File: src/rtl/tbase_pkg.sv
package tbase_pkg;
  localparam int TB_CNT_W  = 16;
  localparam int TB_BYTE_W = 8;
  localparam int TB_N_CH   = 4;

  typedef enum logic {
    SEL_LO = 1'b0,
    SEL_HI = 1'b1
  } byte_sel_e;
endpackage

File: src/rtl/tbase_count.sv
module tbase_count #(
  parameter int CNT_W = 16
) (
  input  logic             clk,
  input  logic             rst,
  input  logic             run_en,
  input  logic             tick,
  output logic [CNT_W-1:0] cnt_o,
  output logic             wrap_o
);
  localparam logic [CNT_W-1:0] TOP = {CNT_W{1'b1}};

  logic adv;
  assign adv = run_en & tick;

  always_ff @(posedge clk) begin
    if (rst) begin
      cnt_o  <= '0;
      wrap_o <= 1'b0;
    end else begin
      wrap_o <= adv && (cnt_o == TOP);
      if (adv) cnt_o <= cnt_o + 1'b1;
    end
  end

  // no advance without run and tick
  p_hold_r2: assert property (@(posedge clk) disable iff (rst)
    !(run_en && tick) |=> $stable(cnt_o));

  // one step per qualified tick, modulo wrap
  p_step_r3: assert property (@(posedge clk) disable iff (rst)
    (run_en && tick) |=> (cnt_o == CNT_W'($past(cnt_o) + 1'b1)));

  // overflow only while count reads zero
  p_ovf_zero_r8: assert property (@(posedge clk) disable iff (rst)
    wrap_o |-> (cnt_o == '0));

  // overflow lasts a single cycle
  p_ovf_single_r8: assert property (@(posedge clk) disable iff (rst)
    wrap_o |=> !wrap_o);
endmodule

File: src/rtl/tbase_rdport.sv
module tbase_rdport
  import tbase_pkg::*;
#(
  parameter int CNT_W  = 16,
  parameter int BYTE_W = 8
) (
  input  logic              clk,
  input  logic              rst,
  input  logic              rd_stb,
  input  logic              rd_hi,
  input  logic [CNT_W-1:0]  cnt_i,
  output logic [BYTE_W-1:0] rd_data,
  output logic              rd_vld
);
  localparam int HI_W = CNT_W - BYTE_W;

  byte_sel_e         sel;
  logic [HI_W-1:0]   hi_save;

  assign sel = byte_sel_e'(rd_hi);

  always_ff @(posedge clk) begin
    if (rst) begin
      hi_save <= '0;
      rd_data <= '0;
      rd_vld  <= 1'b0;
    end else begin
      rd_vld <= rd_stb;
      if (rd_stb) begin
        if (sel == SEL_LO) begin
          rd_data <= cnt_i[BYTE_W-1:0];
          hi_save <= cnt_i[CNT_W-1:BYTE_W];
        end else begin
          rd_data <= BYTE_W'(hi_save);
        end
      end
    end
  end

  // low read returns low byte sampled at the strobe edge
  p_lo_byte_r5: assert property (@(posedge clk) disable iff (rst)
    (rd_stb && !rd_hi) |=> (rd_data == $past(cnt_i[BYTE_W-1:0])));

  // saved byte only moves on a low-byte read
  p_save_hold_r6: assert property (@(posedge clk) disable iff (rst)
    !(rd_stb && !rd_hi) |=> $stable(hi_save));

  // high read returns saved byte
  p_hi_byte_r6: assert property (@(posedge clk) disable iff (rst)
    (rd_stb && rd_hi) |=> (rd_data == BYTE_W'($past(hi_save))));

  // valid follows strobe; data held otherwise
  p_vld_r9: assert property (@(posedge clk) disable iff (rst)
    rd_stb |=> rd_vld);
  p_data_hold_r9: assert property (@(posedge clk) disable iff (rst)
    !rd_stb |=> (!rd_vld && $stable(rd_data)));
endmodule

File: src/rtl/tbase_fanout.sv
module tbase_fanout #(
  parameter int CNT_W = 16,
  parameter int N_CH  = 4
) (
  input  logic [CNT_W-1:0]      cnt_i,
  input  logic                  wrap_i,
  output logic [N_CH*CNT_W-1:0] chan_time_o,
  output logic [N_CH-1:0]       chan_ovf_o
);
  for (genvar k = 0; k < N_CH; k++) begin : g_ch
    assign chan_time_o[k*CNT_W +: CNT_W] = cnt_i;
    assign chan_ovf_o[k]                 = wrap_i;
  end
endmodule

File: src/rtl/tbase_counter.sv
module tbase_counter
  import tbase_pkg::*;
#(
  parameter int CNT_W  = TB_CNT_W,
  parameter int BYTE_W = TB_BYTE_W,
  parameter int N_CH   = TB_N_CH
) (
  input  logic                  clk,
  input  logic                  rst,
  input  logic                  run_en,
  input  logic                  tick,
  input  logic                  rd_stb,
  input  logic                  rd_hi,
  output logic [BYTE_W-1:0]     rd_data,
  output logic                  rd_vld,
  output logic [CNT_W-1:0]      count_o,
  output logic [N_CH*CNT_W-1:0] chan_time_o,
  output logic                  ovf_irq,
  output logic [N_CH-1:0]       chan_ovf_o
);
  logic [CNT_W-1:0] cnt;
  logic             wrap;

  tbase_count #(.CNT_W(CNT_W)) u_count (
    .clk    (clk),
    .rst    (rst),
    .run_en (run_en),
    .tick   (tick),
    .cnt_o  (cnt),
    .wrap_o (wrap)
  );

  tbase_rdport #(.CNT_W(CNT_W), .BYTE_W(BYTE_W)) u_rd (
    .clk     (clk),
    .rst     (rst),
    .rd_stb  (rd_stb),
    .rd_hi   (rd_hi),
    .cnt_i   (cnt),
    .rd_data (rd_data),
    .rd_vld  (rd_vld)
  );

  tbase_fanout #(.CNT_W(CNT_W), .N_CH(N_CH)) u_fan (
    .cnt_i       (cnt),
    .wrap_i      (wrap),
    .chan_time_o (chan_time_o),
    .chan_ovf_o  (chan_ovf_o)
  );

  assign count_o = cnt;
  assign ovf_irq = wrap;

  // reset clears visible state
  p_reset_r1: assert property (@(posedge clk)
    rst |=> (count_o == '0 && rd_data == '0 && !rd_vld && !ovf_irq));

  // interrupt and channel lines agree
  p_ovf_lines_r8: assert property (@(posedge clk) disable iff (rst)
    ovf_irq |-> (chan_ovf_o == {N_CH{1'b1}}));
endmodule

File: config.mk
export PLATFORM = sky130hd
export DESIGN_NAME = tbase_counter
export DESIGN_NICKNAME = d
export VERILOG_FILES = /design/src/rtl/tbase_pkg.sv /design/src/rtl/tbase_count.sv /design/src/rtl/tbase_rdport.sv /design/src/rtl/tbase_fanout.sv /design/src/rtl/tbase_counter.sv
export SDC_FILE = /design/constraint.sdc
export NUM_CORES = 1
export LEC_CHECK = 0
export BUFFER_PORTS_ARGS = -buffer_cell sky130_fd_sc_hd__buf_2
export CAP_MARGIN = 5
export CORE_ASPECT_RATIO = 1.75
export CORE_MARGIN = 2
export CORE_UTILIZATION = 49
export DETAILED_ROUTE_END_ITERATION = 10
export PLACE_DENSITY = 0.86
export REMOVE_ABC_BUFFERS = 1
export SYNTH_ARGS = -nofsm -noshare
export SYNTH_HDL_FRONTEND = slang
export SYNTH_SLANG_ARGS = --single-unit
File: constraint.sdc
create_clock -name clk -period 4.2 [get_ports clk]
set_clock_uncertainty 0.15 [all_clocks]
set_input_delay 0.21 -clock clk [delete_from_list [all_inputs] [get_ports clk]]
set_output_delay 0.21 -clock clk [all_outputs]
set_load 0.01 [all_outputs]
==> results.ini <==
[layout]
area_growth_pct=4.28
multi_input_comb_area_um2=687
diodes=0
final_cell_mix=buf_2 (99), dfxtp_1 (34), nand2_1 (22)
layout.nets=267
fillers=393
instances_no_fill=308
drive_gt1_frac=0.427
seq_area_um2=681
layout_commonest_cell=buf_2

[synth]
synth_area_um2=1930
synth.distinct_cells=28
synth-simple-area-share=0.178
synthMuxAreaShare=0.0415
synth_top_family_by_area=buffers and inverters
yosys.area_share.xor_xnor=0.0318
yosys_warnings=0
synth-compound-area-share=0.0980
synthCells=231
synth.avg_cell_area_um2=8.35
synthAdderAreaFrac=0.00649
ys_seq_area_frac=0.353
synth-seq-cells=34

[clock_network]
cts_max_path_buffers=2
cts_buffers=5
clock_latency_ns=0.29
cts_resized=0
clock-root-buffer=clkbuf_8
cts_tree=built
path_clk_slew_ns=0.06
cts.htree.levels=2
postCtsHoldBufs=0
cts_setup_buffers=0
clock-sinks=34

[drt]
viasPerCell=4.86
route.detailed.drc=0
wirelength_um=3710
final_antenna_net_count=0
wl_per_cell_um=12.0
routed-via-count=1497
firstDrtPassIters=4
drtIter0Drc=32

[die]
row_count=30
initial_core_util=0.504
dieArea_um2=4470
die_w_um=51.4
die_h_um=87.0
coreArea_um2=3830
io_pins=100

[pwr]
switchingPower_mw=0.140
combPwrFrac=0.070
p_sw_frac=0.235
powerDensity_nw_per_um2=297
ir_worst_vdd_mv=0.170
p_seq_frac=0.556
power_leakage_nw=1.02
p_clk_frac=0.374
p_int_mw=0.457

[critical_path]
worstPathRequired_ns=4.27
critPathSlowestCell=or4_4
critPathCaptureType=register
crit_type=reg2reg
start_kind=register
reg2reg_to=u_count.cnt_o[14]$_SDFFE_PP0P_
cp_max_fo=9
critPathMaxStageDelay_ns=0.53
r2r_slack_ns=2.12
r2r_start=u_count.cnt_o[0]$_SDFFE_PP0P_
arrival_ns=2.15
worstSetupStartpoint=u_count.cnt_o[0]$_SDFFE_PP0P_
cp_cell_sequence=ha_1 -> nand2_1 -> or4_4 -> or3_1 -> a21oi_1
reg2regPathDepth=5

[global_route]
antenna_found_initial=0
grt_usage=0.167
grt_pass1_wl_um=5510
grt_pass1_vias=1209
grt_max_degree=36
overflow=0

[timing]
final.min_clock_period_ns=2.08
finalHoldViolCount=0
setup_viol=0
rsz0062_at_grt=false
drv_slew=0
slew_headroom=0.583
finalCritPeriodShare=0.495
tns_ns=0
worstMarginPinSlew_ns=0.626
max_freq_ghz=0.481

[min_path]
holdPathEnd=u_count.cnt_o[1]$_SDFFE_PP0P_
hold_path.class=in2reg
min_from=tick
hold_path_depth=3

[placement]
post-place-cells=301
dpl.hpwl_um=2720
gp_congestion=0.747
portBuffers=99

[job]
cap_violations=0

[outcome]
outcome=finished clean

## power by group through the flow
stage	clock network (mW)	logic [mW]	registers (mW)
5_1_grt	0.238	0.0461	0.333
2_1_floorplan	0	0.0115	0.345
3_5_place_dp	0	0.0421	0.339
4_1_cts	0.227	0.0421	0.332
3_3_place_gp	0	0.0413	0.339
6_report	0.223	0.0417	0.332
## cells by family (layout without fill, tap and decap cells)
group | after synthesis | after routing
xor gates and xnor gates | 7 | 7
buffers and inverters | 80 | 109
muxes | 8 | 8
adders and majority gates | 1 | 1
AOI/OAI and AO/OA | 33 | 33
DFF | 34 | 34
and+or+nand+nor | 68 | 68
## through the flow
| step | setup WS (ns) | cell area [um^2] | total power [mW] | util | hold slack [ns] |
|---|---|---|---|---|---|
| finish | 2.12 | 2010 | 0.597 | 0.525 | 0.0956 |
| global placement | 2.18 | 1930 | 0.380 | 0.505 | 0.293 |
| global route | 1.99 | 2010 | 0.617 | 0.525 | 0.118 |
| detailed placement | 2.12 | 1930 | 0.382 | 0.505 | 0.299 |
| floorplan | 1.93 | 1380 | 0.357 | - | 0.129 |
| CTS | 2.11 | 2010 | 0.601 | 0.525 | 0.0984 |
## final cells by class
type / instances / share of cell area
Multi-Input combinational cell: 117 / 0.342
Sequential cell: 34 / 0.339
Timing Repair Buffer: 99 / 0.246
Clock buffer: 7 / 0.0380
Tap cell: 48 / 0.0299
Inverter: 3 / 0.00560
## synthesized netlist by cell type
| cell | instances | share of area |
|---|---|---|
| nor2_1 | 18 | 0.035 |
| mux2i_1 | 8 | 0.042 |
| nand4_1 | 1 | 0.0032 |
| or3_1 | 5 | 0.016 |
| nand2b_1 | 2 | 0.0065 |
| inv_1 | 3 | 0.0058 |
| or2_2 | 1 | 0.0032 |
| o21ai_0 | 7 | 0.018 |
| nor4b_1 | 1 | 0.0045 |
| clkbuf_1 | 6 | 0.012 |
| buf_1 | 1 | 0.0019 |
| xor2_1 | 2 | 0.0091 |
| nand4_4 | 1 | 0.011 |
| or4_4 | 2 | 0.012 |
| buf_4 | 69 | 0.27 |
| a211oi_1 | 8 | 0.031 |
| buf_2 | 1 | 0.0026 |
| nor3_1 | 2 | 0.0052 |
| nand2_1 | 22 | 0.043 |
| nor4_1 | 2 | 0.0065 |
| a31o_2 | 1 | 0.0045 |
| a21oi_1 | 17 | 0.044 |
| nor2b_1 | 2 | 0.0065 |
| dfxtp_1 | 34 | 0.35 |
| nand3_1 | 7 | 0.018 |
| xnor2_1 | 5 | 0.023 |
| or3_2 | 2 | 0.0078 |
| ha_1 | 1 | 0.0065 |
## metal layers
metal,vias up,share of wire,global-route usage
met2,61,0.52,0.286
met3,6,0.073,0.0412
met5,-,0,0
met1,674,0.39,0.178
li1,756,-,-
met4,0,0.025,0.103
## flip-flops by register name (all words and copies together) (netlist names)
| register | flops |
|---|---|
| u_count.cnt_o | 16 |
| u_count.wrap_o | 1 |
| u_rd.hi_save | 8 |
| u_rd.rd_data | 8 |
| u_rd.rd_vld | 1 |
## worst max-delay path: cells and delay by family (launching register included)
family | cells | cell delay, ns
AND/OR/NAND/NOR | 3 | 1.01
flip-flops | 1 | 0.46
adder cells (fa/ha/maj) | 1 | 0.25
AO/OA/AOI/OAI | 1 | 0.13
## worst max-delay path by stage
stage	endpoint	slack [ns]	cells past startpoint
detailed placement	u_count.cnt_o[14]$_SDFFE_PP0P_	2.12	5
floorplan	u_count.cnt_o[14]$_SDFFE_PP0P_	1.93	5
CTS	u_count.cnt_o[14]$_SDFFE_PP0P_	2.11	5
global route	u_count.cnt_o[14]$_SDFFE_PP0P_	1.99	5
global placement	u_count.cnt_o[14]$_SDFFE_PP0P_	2.18	5
finish	u_count.cnt_o[14]$_SDFFE_PP0P_	2.12	5
(Power assumes the default switching activity.)
